`src/rtl/phg_pkg.sv`:
```
package phg_pkg;
    localparam int CNT_W = 8;

    typedef enum logic [2:0] {
        PH_IDLE = 3'd0,
        PH_SYNC = 3'd1,
        PH_SFD  = 3'd2,
        PH_HDR  = 3'd3,
        PH_DONE = 3'd4
    } phase_e;

    typedef struct packed {
        phase_e           ph;
        logic [CNT_W-1:0] cnt;
        logic             short_m;
        logic [CNT_W-1:0] sync_last;
        logic [31:0]      fields;
        logic [15:0]      crc;
    } gen_state_t;
endpackage

```
`src/rtl/phg_crc16.sv`:
```
module phg_crc16 #(
    parameter int          WIDTH = 16,
    parameter logic [15:0] POLY  = 16'h1021
) (
    input  logic [WIDTH-1:0] crc_in,
    input  logic             din,
    output logic [WIDTH-1:0] crc_out
);
    logic fb;
    always_comb begin
        fb      = crc_in[WIDTH-1] ^ din;
        crc_out = {crc_in[WIDTH-2:0], 1'b0} ^ (fb ? POLY[WIDTH-1:0] : '0);
    end
endmodule

```
`src/rtl/phg_bitsel.sv`:
```
module phg_bitsel
    import phg_pkg::*;
#(
    parameter logic [15:0] SFD_LONG = 16'hF3A0,
    parameter int          DATA_BITS = 32
) (
    input  phase_e           ph,
    input  logic [CNT_W-1:0] cnt,
    input  logic             short_m,
    input  logic [31:0]      fields,
    input  logic [15:0]      crc,
    output logic             bit_o
);
    logic [3:0] k;
    always_comb begin
        k = cnt[3:0];
        case (ph)
            PH_SYNC: bit_o = ~short_m;
            PH_SFD:  bit_o = short_m ? SFD_LONG[4'd15 - k] : SFD_LONG[k];
            PH_HDR:  bit_o = (cnt < CNT_W'(DATA_BITS)) ? fields[cnt[4:0]]
                                                       : ~crc[4'd15 - k];
            default: bit_o = 1'b0;
        endcase
    end
endmodule

```
`src/rtl/phy_hdr_gen.sv`:
```
module phy_hdr_gen
    import phg_pkg::*;
#(
    parameter int          SHORT_SYNC = 56,
    parameter int          SFD_BITS   = 16,
    parameter int          DATA_BITS  = 32,
    parameter int          CRC_BITS   = 16,
    parameter logic [15:0] SFD_LONG   = 16'hF3A0,
    parameter logic [15:0] CRC_POLY   = 16'h1021
) (
    input  logic        clk,
    input  logic        rst_n,
    input  logic        tx_en,
    input  logic        sym_stb,
    input  logic        cfg_short,
    input  logic [7:0]  cfg_sync_len,
    input  logic [7:0]  cfg_signal,
    input  logic [7:0]  cfg_service,
    input  logic [15:0] cfg_length,
    output logic        tx_bit,
    output logic [2:0]  phase,
    output logic        fast_rate,
    output logic        hdr_done
);
    localparam int HDR_BITS = DATA_BITS + CRC_BITS;
    localparam logic [CNT_W-1:0] SFD_LAST   = CNT_W'(SFD_BITS - 1);
    localparam logic [CNT_W-1:0] HDR_LAST   = CNT_W'(HDR_BITS - 1);
    localparam logic [CNT_W-1:0] SHORT_LAST = CNT_W'(SHORT_SYNC - 1);
    localparam logic [CNT_W-1:0] DATA_END   = CNT_W'(DATA_BITS);

    gen_state_t st_q, st_d;
    logic [15:0] crc_nx;
    logic        cur_bit;

    phg_crc16 #(.WIDTH(16), .POLY(CRC_POLY)) i_crc (
        .crc_in(st_q.crc), .din(cur_bit), .crc_out(crc_nx)
    );

    phg_bitsel #(.SFD_LONG(SFD_LONG), .DATA_BITS(DATA_BITS)) i_sel (
        .ph(st_q.ph), .cnt(st_q.cnt), .short_m(st_q.short_m),
        .fields(st_q.fields), .crc(st_q.crc), .bit_o(cur_bit)
    );

    always_comb begin
        st_d = st_q;
        if (!tx_en) begin
            st_d.ph  = PH_IDLE;
            st_d.cnt = '0;
        end else begin
            case (st_q.ph)
                PH_IDLE: begin
                    st_d.ph        = PH_SYNC;
                    st_d.cnt       = '0;
                    st_d.short_m   = cfg_short;
                    st_d.sync_last = cfg_short ? SHORT_LAST
                                               : CNT_W'(cfg_sync_len - 8'd1);
                    st_d.fields    = {cfg_length, cfg_service, cfg_signal};
                    st_d.crc       = 16'hFFFF;
                end
                PH_SYNC: if (sym_stb) begin
                    if (st_q.cnt == st_q.sync_last) begin
                        st_d.ph  = PH_SFD;
                        st_d.cnt = '0;
                    end else begin
                        st_d.cnt = st_q.cnt + 1'b1;
                    end
                end
                PH_SFD: if (sym_stb) begin
                    if (st_q.cnt == SFD_LAST) begin
                        st_d.ph  = PH_HDR;
                        st_d.cnt = '0;
                    end else begin
                        st_d.cnt = st_q.cnt + 1'b1;
                    end
                end
                PH_HDR: if (sym_stb) begin
                    if (st_q.cnt < DATA_END) st_d.crc = crc_nx;
                    if (st_q.cnt == HDR_LAST) begin
                        st_d.ph  = PH_DONE;
                        st_d.cnt = '0;
                    end else begin
                        st_d.cnt = st_q.cnt + 1'b1;
                    end
                end
                default: st_d = st_q;
            endcase
        end
    end

    always_ff @(posedge clk or negedge rst_n) begin
        if (!rst_n) begin
            st_q <= '{ph: PH_IDLE, cnt: '0, short_m: 1'b0, sync_last: '0,
                      fields: '0, crc: 16'hFFFF};
        end else begin
            st_q <= st_d;
        end
    end

    assign tx_bit    = cur_bit;
    assign phase     = st_q.ph;
    assign fast_rate = st_q.short_m && (st_q.ph == PH_HDR);
    assign hdr_done  = (st_q.ph == PH_DONE);

    AST_IDLE_AFTER_DROP: assert property (@(posedge clk) disable iff (!rst_n)
        !tx_en |=> (phase == 3'd0 && !tx_bit && !fast_rate && !hdr_done));
    AST_HOLD_NO_STB: assert property (@(posedge clk) disable iff (!rst_n)
        (tx_en && !sym_stb && phase != 3'd0) |=> ($stable(tx_bit) && $stable(phase)));
    AST_LONG_SYNC_ONES: assert property (@(posedge clk) disable iff (!rst_n)
        (phase == 3'd1 && !st_q.short_m) |-> tx_bit);
    AST_SHORT_SYNC_ZEROS: assert property (@(posedge clk) disable iff (!rst_n)
        (phase == 3'd1 && st_q.short_m) |-> !tx_bit);
    AST_DONE_QUIET: assert property (@(posedge clk) disable iff (!rst_n)
        hdr_done |-> (!tx_bit && !fast_rate));
    AST_SYNC_NEXT: assert property (@(posedge clk) disable iff (!rst_n)
        (phase == 3'd1) |=> (phase == 3'd1 || phase == 3'd2 || phase == 3'd0));
    AST_SFD_NEXT: assert property (@(posedge clk) disable iff (!rst_n)
        (phase == 3'd2) |=> (phase == 3'd2 || phase == 3'd3 || phase == 3'd0));
    AST_FAST_IN_HDR: assert property (@(posedge clk) disable iff (!rst_n)
        fast_rate |-> (phase == 3'd3));
endmodule

```
`config.mk`:
```
export PLATFORM = sky130hd
export DESIGN_NAME = phy_hdr_gen
export DESIGN_NICKNAME = d
export VERILOG_FILES = /design/src/rtl/phg_pkg.sv /design/src/rtl/phg_crc16.sv /design/src/rtl/phg_bitsel.sv /design/src/rtl/phy_hdr_gen.sv
export SDC_FILE = /design/constraint.sdc
export NUM_CORES = 1
export LEC_CHECK = 0
export BUFFER_PORTS_ARGS = -buffer_cell sky130_fd_sc_hd__buf_2
export CAP_MARGIN = 40
export CORE_UTILIZATION = 58
export CTS_CLUSTER_DIAMETER = 100
export CTS_CLUSTER_SIZE = 24
export DETAILED_ROUTE_END_ITERATION = 10
export GPL_ROUTABILITY_DRIVEN = 0
export PLACE_DENSITY_LB_ADDON = 0.08
export SYNTH_ARGS = -nofsm -noshare
export SYNTH_HDL_FRONTEND = slang
export SYNTH_HIERARCHICAL = 1
export SYNTH_SLANG_ARGS = --single-unit
export TNS_END_PERCENT = 30
```
`constraint.sdc`:
```
create_clock -name clk -period 2.8 [get_ports clk]
set_input_delay 0.28 -clock clk [delete_from_list [all_inputs] [get_ports clk]]
set_output_delay 0.28 -clock clk [all_outputs]
set_load 0.01 [all_outputs]
```
=== After elaboration in Yosys (flattened, before gate mapping) ===
Memory sizes are Yosys's and may differ from the RTL's.
Cells that the tools add are included.

* Bitwise operators: 4
* Muxes and demuxes: 25
* $add $sub $neg: 3
* $lt $le $gt $ge: 4
* Equality and inequality tests: 16
* Reduce and logical (&&, ||, !) cells: 7

{| class="wikitable"
|+ Operators with widths
! cell !! number
|-
| two-way mux 11 bit || 4
|-
| one-hot mux 11 bit (4 select lines) || 1
|-
| two-way mux 16 bit || 2
|-
| two-way mux 8 bit || 4
|-
| one-hot mux 16 bit (2 select lines) || 1
|-
| inequality test 3 bit, second input constant || 6
|-
| XOR 16 bit || 1
|-
| two-way mux 13 bit || 1
|-
| less-than comparator 4 x 5 -> 1 bit, second input constant || 2
|-
| two-way mux 3 bit || 3
|-
| adder 8 x 1 -> 8 bit, second input constant || 1
|-
| == test 8 x 4 -> 1 bit, second input constant || 1
|-
| == test 8 x 6 -> 1 bit, second input constant || 1
|-
| == test 8 bit || 1
|-
| less-than comparator 8 x 6 -> 1 bit, second input constant || 1
|-
| AND reduction 4 bit || 2
|-
| subtractor 8 x 1 -> 8 bit, second input constant || 1
|-
| AND reduction 7 bit || 1
|-
| == test 3 x 2 -> 1 bit, second input constant || 2
|-
| less-than comparator 5 x 6 -> 1 bit, second input constant || 1
|-
| two-way mux 1 bit || 6
|-
| binary-select mux 1 bit (select 5 bit) || 1
|-
| inequality test 5 x 1 -> 1 bit, second input constant || 1
|-
| binary-select mux 1 bit (select 4 bit) || 1
|-
| 11 further kinds || 13
|}

* Input port bits: 45
* Logic and storage cells: 67
* Register bits after elaboration: 68
* Memories: 2
* Output and inout port bits: 6
* Bits in read-only memories: 32

{| class="wikitable"
|+ Memories
! name !! words !! bits a word !! read ports !! clocked after memory_dff !! write ports !! line !! source
|-
| (name not given) || 16 || 1 || 1 || 0 || 0 || phg_bitsel.sv:19 || <nowiki>PH_SFD: bit_o = short_m ? SFD_LONG[4'd15 - k] : SFD_LONG[k];</nowiki>
|-
| (name not given) || 16 || 1 || 1 || 0 || 0 || phg_bitsel.sv:19 ||
|}

=== Depth between registers and ports, before layout ===
Gate-level depths: netlist (run 1).

* Depth in word-level cells: 12
* Mapped depth: 11
* Gate-level depth less buffers: 8

=== Cells and area by module ===
The synthesis (run 1) kept the hierarchy.

{| class="wikitable"
|+ By module, submodules not included
! module !! sequential area each (sq um) !! area each (sq um) !! cells an instance !! times used
|-
| phy_hdr_gen || 1721.7 || 3193.1 || 355 || 1
|-
| phg_bitsel || 0.0 || 544.3 || 53 || 1
|-
| phg_crc16 || 0.0 || 161.4 || 17 || 1
|}

=== Worst setup path after synthesis (run 1) ===
OpenSTA, ideal clock, no wires.

* Path kind: flip-flop to flip-flop
* From: register st_q[57] in the netlist's numbering
* To: register st_q[5] in the netlist's numbering
* Arrival time: 2471 ps
* Setup time: 80 ps
* Required time: 2720 ps
* Period minus slack after synthesis: 2551 ps
* Slack: 249 ps
* Stages on the path, launching flop included: 10
* Buffers on the path: 1
* Path through: dfrtp_1 -> buf_6 -> mux4_1 -> mux2i_1 -> mux2_1 -> o221ai_1 -> o22ai_1 -> xor3_1 -> nor2_1 -> a21oi_1

* Longest elaborated chain between the ends: 12
* Elaborated cells on any way between the ends: 22
* Classes of those cells: 1 x add/sub; 1 x order compare; 1 x eq/ne; 13 x mux; 3 x bitwise; 1 x reduce/logical; 2 x memory

{| class="wikitable"
|+ RTL lines
! element !! line !! source
|-
| from (decl) || phy_hdr_gen.sv:31 || <nowiki>gen_state_t st_q, st_d;</nowiki>
|-
| from (signal assigned) || phy_hdr_gen.sv:92 || <nowiki>st_q <= '{ph: PH_IDLE, cnt: '0, short_m: 1'b0, sync_last: '0,</nowiki>
|-
| from (signal assigned) || phy_hdr_gen.sv:95 || <nowiki>st_q <= st_d;</nowiki>
|-
| parallel branches: the longest is 5 deep, another holds subtractor 4 bit || - ||
|-
| one-hot mux 1 bit (3 select lines) (*) || phg_bitsel.sv:17 || <nowiki>case (ph)</nowiki>
|-
| net tx_bit || phy_hdr_gen.sv:20 || <nowiki>output logic tx_bit,</nowiki>
|-
| XOR 1 bit (*) || phg_crc16.sv:11 || <nowiki>fb = crc_in[WIDTH-1] ^ din;</nowiki>
|-
| two-way mux 13 bit (*) || phg_crc16.sv:12 || <nowiki>crc_out = {crc_in[WIDTH-2:0], 1'b0} ^ (fb ? POLY[WIDTH-1:0] : '0);</nowiki>
|-
| XOR 16 bit (*) || phg_crc16.sv:12 ||
|-
| net crc_nx[5] || phy_hdr_gen.sv:32 || <nowiki>logic [15:0] crc_nx;</nowiki>
|-
| two-way mux 16 bit (*) || phy_hdr_gen.sv:77 || <nowiki>if (st_q.cnt < DATA_END) st_d.crc = crc_nx;</nowiki>
|-
| two-way mux 16 bit (*) || phy_hdr_gen.sv:76 || <nowiki>PH_HDR: if (sym_stb) begin</nowiki>
|-
| one-hot mux 16 bit (2 select lines) (*) || phy_hdr_gen.sv:50 || <nowiki>case (st_q.ph)</nowiki>
|}

Mark *: on every way through the listed nets, which the timed path passes. The select of a mux whose other input is x is not followed.
A chain may end at the register's enable or synchronous reset.

=== Worst setup path in the final report (run 1) ===
* From: register st_q[57] in the netlist's numbering
* To: output tx_bit

* Longest elaborated chain between the ends: 6
* Elaborated cells on any way between the ends: 14
* Classes of those cells: 1 x add/sub; 1 x order compare; 9 x mux; 1 x bitwise; 2 x memory

{| class="wikitable"
|+ RTL lines
! element !! line
|-
| parallel branches: the longest is 5 deep, another holds subtractor 4 bit || -
|-
| one-hot mux 1 bit (3 select lines) (*) || phg_bitsel.sv:17
|-
| to (decl) || phy_hdr_gen.sv:20
|}

Mark *: on every way between the ends. The select of a mux whose other input is x is not followed.

==> results of run 1 <==
[cell families after synthesis]
| kind of cell | Yosys count | synth area share, % |
|---|---|---|
| and+or+nand+nor | 203 | 23.5 |
| DFF | 68 | 44.2 |
| AOI/OAI and AO/OA | 66 | 11.3 |
| buffers and inverters | 50 | 7.70 |
| xor gates and xnor gates | 19 | 5.04 |
| muxes | 17 | 7.67 |
| adders and majority gates | 2 | 0.642 |
[worst paths after layout]
kind	depth (start not counted)	to	slack (ns)
setup / recovery	7	tx_bit	0.18
hold / removal	2	st_q[53]	0.11
setup reg to reg	9	st_q[12]	0.32
hold reg to reg	2	st_q[26]	0.48
max in group asynchronous	2	st_q[59]	2.09
min in group clk	3	st_q[43]	0.12
[placed cells by master, fill, tap and decap left out, types with 2 or more instances in the layout]
cell type and count:
o22ai_1 5, xnor2_1 12, clkbuf_1 2, nand3_1 2, o31ai_1 2, ha_1 2
nor2b_1 5, mux2_2 3, a21oi_1 23, buf_2 50, nor4_1 4, xor2_1 5
o211ai_1 2, nand2_1 111, clkinv_2 3, nand2b_1 4, clkbuf_8 9, nor4b_1 3
mux4_1 3, inv_1 9, nand4_1 4, a22o_1 2, xor3_1 2, nand3b_1 2
dfrtp_1 51, nor3_1 11, a31oi_1 8, mux4_2 6, dfstp_2 16, mux2i_1 4
and3_1 6, nor2_1 45, o21a_1 2, a211oi_1 4, buf_4 13, o21ai_0 4
[power by group]
group	total, mW	switching [mW]	internal, mW
sequential	1.34	0.148	1.20
combinational	0.799	0.427	0.373
clock	0.781	0.373	0.408
[Yosys cell counts, types with 5 or more instances]
master / instances
buf_4: 20
xor2_1: 5
a21oi_1: 23
o22ai_1: 6
dfstp_2: 16
nor2_1: 45
inv_1: 9
clkbuf_1: 8
a31oi_1: 8
mux4_2: 6
xnor2_1: 12
nand2_1: 111
buf_2: 9
dfrtp_1: 52
and3_1: 6
nor3_1: 11
nor2b_1: 5
[sequential cells by signal, indices dropped and copies added, names as in the netlist]
register and flops:
st_q 65, phase 3
[worst max-delay path, cell delays in order, from the launching register on]
cell and delay, ns:
dfrtp_1 0.34, buf_4 0.21, mux4_2 0.53, mux2i_1 0.16
o21ai_1 0.10, nor4_2 0.33, o22ai_2 0.16, buf_2 0.17
[area by class of cell]
cell class	count	area, sq um	share of cell area, %
inverter	10	37.5	0.879
clock inverter	5	51.3	1.20
tap	77	96.3	2.26
clock buffer	11	131	3.08
multi-input combinational	307	1880	44.1
timing repair buffer	63	348	8.15
sequential	68	1720	40.3
[per-stage QoR]
step,instance area (sq um),power [mW],instances
after floorplan,3900,1.95,425
after global placement,4080,2.14,525
after detailed placement,4080,2.16,525
after CTS,4260,2.94,541
after global routing,4270,3.11,541
final,4270,2.92,541
[per-layer routing]
metal / part of all wire (%) / wire (um) / vias to the layer above
met1: 46 / 3790 / 1508
met4: 1.6 / 129 / 0
met3: 4.3 / 358 / 10
li1: - / - / 1510
met2: 49 / 4040 / 85
met5: 0 / 0 / -
==> results.json, run 1 <==
{
  "die_area_sq_um": 7050,
  "syn_nets": 472,
  "cap_violations": 0,
  "dp_hpwl_um": 5880,
  "syn_area_sq_um": 3900,
  "relSlewSlack_pct": 43.0,
  "first_pass_iters": 5,
  "clock_latency_ns": 0.35,
  "htreeDepth": 3,
  "area_growth_pct": 9.53,
  "clkTransAtPathRegs_ns": 0.07,
  "ys_types": 57,
  "yosys_warnings": 6,
  "synth_top_flop_cell": "dfrtp_1",
  "pwr_density_cell_nw_per_um2": 685,
  "top_usage_layer": "met2",
  "cts.path.max_buffers": 2,
  "dpl_worst_slack_ns": 0.147,
  "synth_area_leaders": "dfrtp_1 (33%), dfstp_2 (11%), nand2_1 (11%)",
  "setup_viol": 0,
  "die_y_um": 84.0,
  "via_count": 3113,
  "status": "finished, final reports clean",
  "grt_pass1_vias": 2934,
  "n_fill_cell": 541,
  "ir_drop_uv": 400,
  "grt_pass1_wl_um": 14200,
  "critPathCaptureType": "primary output",
  "rsz0062_at_grt": "false",
  "die_x_um": 84.0,
  "cp.required_ns": 2.52,
  "ys_seq_elements": 68,
  "p_leak_nw": 1.98,
  "setup_ws_ns": 0.184,
  "postSynthAreaPerCell_sq_um": 9.17,
  "final_core_util_pct": 66.5,
  "cts_made_buffers": 9,
  "timing.rr.start": "st_q[57]",
  "tns_ns": 0,
  "grt_use_met2_pct": 41.2,
  "synthArstFlopShare_pct": 100,
  "synth_top_area_cell": "dfrtp_1",
  "syn_inst": 425,
  "gr-usage-all-layers_pct": 25.8,
  "worst-path-max-fanout": 13,
  "worst_slew_pin_slew_ns": 0.855,
  "crit_start": "st_q[57]",
  "holdCritPathClass": "in2async",
  "ys_seq_area_share_pct": 44.2,
  "finalHoldViolations": 0,
  "final_nets": 506,
  "antenna_found_initial": 0,
  "route.detailed.drc": 0,
  "synth_edf_count": 0,
  "drt-total-wl_um": 8320,
  "routedWlPerCell_um": 15.4,
  "antenna_left": 0,
  "drt_iter0_drc": 230,
  "core_sq_um": 6420,
  "fin_skew_ns": 0.0121,
  "period_minus_slack_ns": 2.62,
  "hold_buffers": 0,
  "path_class": "reg2out",
  "grt_max_degree": 69,
  "overflow": 0,
  "slew_violations": 0,
  "root_buffer": "clkbuf_8",
  "grt_use_met1_pct": 35.8,
  "cts_tree": "yes",
  "rows": 29,
  "initial_utilization_pct": 60.7,
  "io_pins": 51,
  "cp_data_arrival_time_ns": 2.34,
  "cts_setup_buffers": 0,
  "start_kind": "flop",
  "vias_per_cell": 5.75,
  "fmax_ghz": 0.382,
  "drive_gt1_share_pct": 24.1,
  "period_share_pct": 93.4,
  "io_buffer_count": 50,
  "yosysTopAreaCellShare_pct": 33.4,
  "cts_resized": 0,
  "use_met3_pct": 4.06,
  "cts.sinks": 68,
  "fin_hold_ws_ns": 0.106,
  "antenna_cells": 0
}
No activity file was read; power rests on OpenSTA's default activity.
==> run 2, diff against run 1 <==
--- a/config.mk
+++ b/config.mk
@@ -5,9 +5,10 @@
 export SDC_FILE = /design/constraint.sdc
 export NUM_CORES = 1
 export LEC_CHECK = 0
+export ABC_AREA = 1
 export BUFFER_PORTS_ARGS = -buffer_cell sky130_fd_sc_hd__buf_2
 export CAP_MARGIN = 40
-export CORE_UTILIZATION = 58
+export CORE_UTILIZATION = 59
 export CTS_CLUSTER_DIAMETER = 100
 export CTS_CLUSTER_SIZE = 24
 export DETAILED_ROUTE_END_ITERATION = 10
==> run 2 against run 1 <==
Highest routed layer unchanged; sequential share of layout area is 2.3 points lower; final cell count is 36% higher; non-clock buffer count is 5 lower; largest cell class unchanged.
==> results.json, run 2 <==
{
  "setup_viol": 0,
  "top_register": "st_q",
  "syn_area_sq_um": 4170,
  "yosysMostFrequentCell": "nand2_1",
  "grt_max_degree": 44,
  "multi_input_area_sq_um": 1970,
  "synthTopCellsByCount": "nand2_1 (263), nand3_1 (68), dfrtp_1 (52)",
  "ir_drop_uv": 473,
  "final_cell_mix": "nand2_1 (263), nand3_1 (68), dfrtp_1 (52)",
  "path_class": "reg2out",
  "via_count": 3858,
  "route.detailed.drc": 0,
  "htreeDepth": 3,
  "gr-usage-all-layers_pct": 28.4,
  "finalHoldViolations": 0,
  "relSlewSlack_pct": 47.2,
  "ys_seq_area_share_pct": 41.3,
  "grt_pass1_vias": 3633,
  "dp_hpwl_um": 6480,
  "vias_per_cell": 5.25,
  "n_fill_cell": 609,
  "start_kind": "flop",
  "fmax_ghz": 0.403,
  "hold_end": "st_q[41]",
  "initial_utilization_pct": 61.3,
  "io_buffer_count": 50,
  "synth_edf_count": 0,
  "reg2reg_slack_ns": 0.50,
  "cts.sinks": 68,
  "postSynthAreaPerCell_sq_um": 6.91,
  "cts_tree": "yes",
  "timing.rr.start": "st_q[57]",
  "clock_latency_ns": 0.34,
  "cap_violations": 0,
  "dpl_worst_slack_ns": 0.531,
  "slowest_stage": "dfrtp_1",
  "min_from": "cfg_length[9]",
  "worst-path-max-fanout": 16,
  "ys_seq_elements": 68,
  "die_x_um": 86.0,
  "area_growth_pct": 8.59,
  "drt_iter0_drc": 245,
  "critPathCaptureType": "primary output",
  "yosys_warnings": 6,
  "synthArstFlopShare_pct": 100,
  "routedWlPerCell_um": 12.7,
  "holdCritPathClass": "in2reg",
  "grt_pass1_wl_um": 16500,
  "antenna_found_initial": 0,
  "final_nets": 681,
  "clkTransAtPathRegs_ns": 0.07,
  "period_minus_slack_ns": 2.48,
  "antenna_cells": 0,
  "critPathTopFamily": "simple AND/OR/NAND/NOR gates",
  "crit_top_cell": "nand2_1",
  "crit_start": "st_q[57]",
  "final_common_cell": "nand2_1",
  "die_y_um": 86.0,
  "tns_ns": 0,
  "path_buf_inv": 2,
  "largest_register_ffs": 65,
  "rsz0062_at_grt": "false",
  "overflow": 0,
  "setup_ws_ns": 0.319,
  "slowest_delay_ns": 0.58,
  "antenna_left": 0,
  "status": "finished, final reports clean",
  "syn_nets": 650,
  "ys_types": 36,
  "cp_data_arrival_time_ns": 2.20,
  "root_buffer": "clkbuf_8",
  "cp.required_ns": 2.52,
  "pwr_density_cell_nw_per_um2": 935,
  "drive_gt1_share_pct": 16.7,
  "synth_top_flop_cell": "dfrtp_1",
  "syn_inst": 603,
  "holdPathStages": 3,
  "yosysTopAreaCellShare_pct": 31.2,
  "core_sq_um": 6790,
  "drt-total-wl_um": 9330,
  "synth_area_leaders": "dfrtp_1 (31%), nand2_1 (24%), dfstp_2 (10%)",
  "rows": 30,
  "cts.path.max_buffers": 2,
  "die_area_sq_um": 7400,
  "first_pass_iters": 5,
  "fin_skew_ns": 0.00756,
  "cts_made_buffers": 9,
  "crit_path_cell_trace": "buf_4 -> nand2_1 -> nand2_1 -> nand2_1 -> nand2_1 -> nor2_1 -> nand2_1 -> nand3_1 -> nand2_1 -> nand2_1 -> nand2_1 -> nand2_1 -> nand2_1 -> buf_2",
  "period_share_pct": 88.6,
  "cts_setup_buffers": 0,
  "io_pins": 51,
  "rr_worst_depth": 19,
  "worst_slew_pin_slew_ns": 0.791,
  "p_leak_nw": 2.48,
  "synth_top_area_cell": "dfrtp_1",
  "seqCellArea_sq_um": 1720,
  "r2r_end": "st_q[5]",
  "slew_violations": 0
}
==> run 2: changes by cell type after synthesis, sizes merged, moves of 7 or more <==
cell and change:
nand2 +152, nand3 +67, inv +46, o21ai +19, a21oi -14, mux4 -9
a31oi -8, xnor2 -7
==> run 2: worst max path at each step <==
stage	endpoint	slack, ns	cells after the start
4_1_cts	tx_bit	0.31	14
6_report	tx_bit	0.32	14
5_1_grt	tx_bit	0.13	14
2_1_floorplan	st_q[0]	0.86	18
3_3_place_gp	st_q[12]	0.63	16
3_5_place_dp	st_q[5]	0.53	16
==> run 2: cell families after synthesis <==
group / after synthesis / synth area share, %
compound gates: 45 / 6.58
xor+xnor: 7 / 1.47
fa+ha+maj: 2 / 0.601
buf+inv: 95 / 11.4
flops: 68 / 41.3
simple gates: 386 / 38.6
==> run 2: layout make-up <==
cell class              instances  area share (%)
clock buffers                  12            3.21
clock inverters                 4           0.553
multi-input cells             440            43.5
flip-flops and latches         68            38.1
well taps                      96            2.66
repair buffers                 58            7.19
inverters                      57            4.84
==> run 2: routing by layer <==
layer | GRT usage, % | wire length [um] | vias up
met5 | 0 | 0 | -
met4 | 9.70 | 74 | 0
met3 | 4.04 | 455 | 7
met2 | 46.1 | 4290 | 113
met1 | 39.2 | 4510 | 1791
li1 | - | - | 1947
==> run 2: per-stage QoR <==
stage	utilization, %	cell area, sq um	hold slack (ns)	instances	power [mW]
final	66.6	4520	0.130	735	4.23
after global routing	66.6	4520	0.114	735	4.64
after CTS	66.6	4520	0.114	735	4.25
after detailed placement	63.9	4340	0.334	718	3.52
after global placement	63.9	4340	0.330	718	3.46
after floorplan	-	4170	-0.0156	603	3.27
==> run 2: where the power goes <==
| part | internal (mW) | switching [mW] | total (mW) |
|---|---|---|---|
| Combinational | 0.601 | 1.07 | 1.67 |
| Sequential | 1.51 | 0.338 | 1.85 |
| Clock | 0.343 | 0.373 | 0.716 |
| Total | 2.45 | 1.78 | 4.23 |
==> run 2: worst reg2reg max path: cells and delay by family (launching register included) <==
family / cells / cell delay [ns]
buf+inv: 2 / 0.37
simple gates: 16 / 1.16
flops: 1 / 0.58
compound gates: 1 / 0.14
==> run 2: timing repair <==
action                                  in CTS  in global routing
resized for setup                            0                  0
endpoints found under the hold margin       11                  0
hold buffers                                 1                  0
endpoints found under the setup margin       0                  0
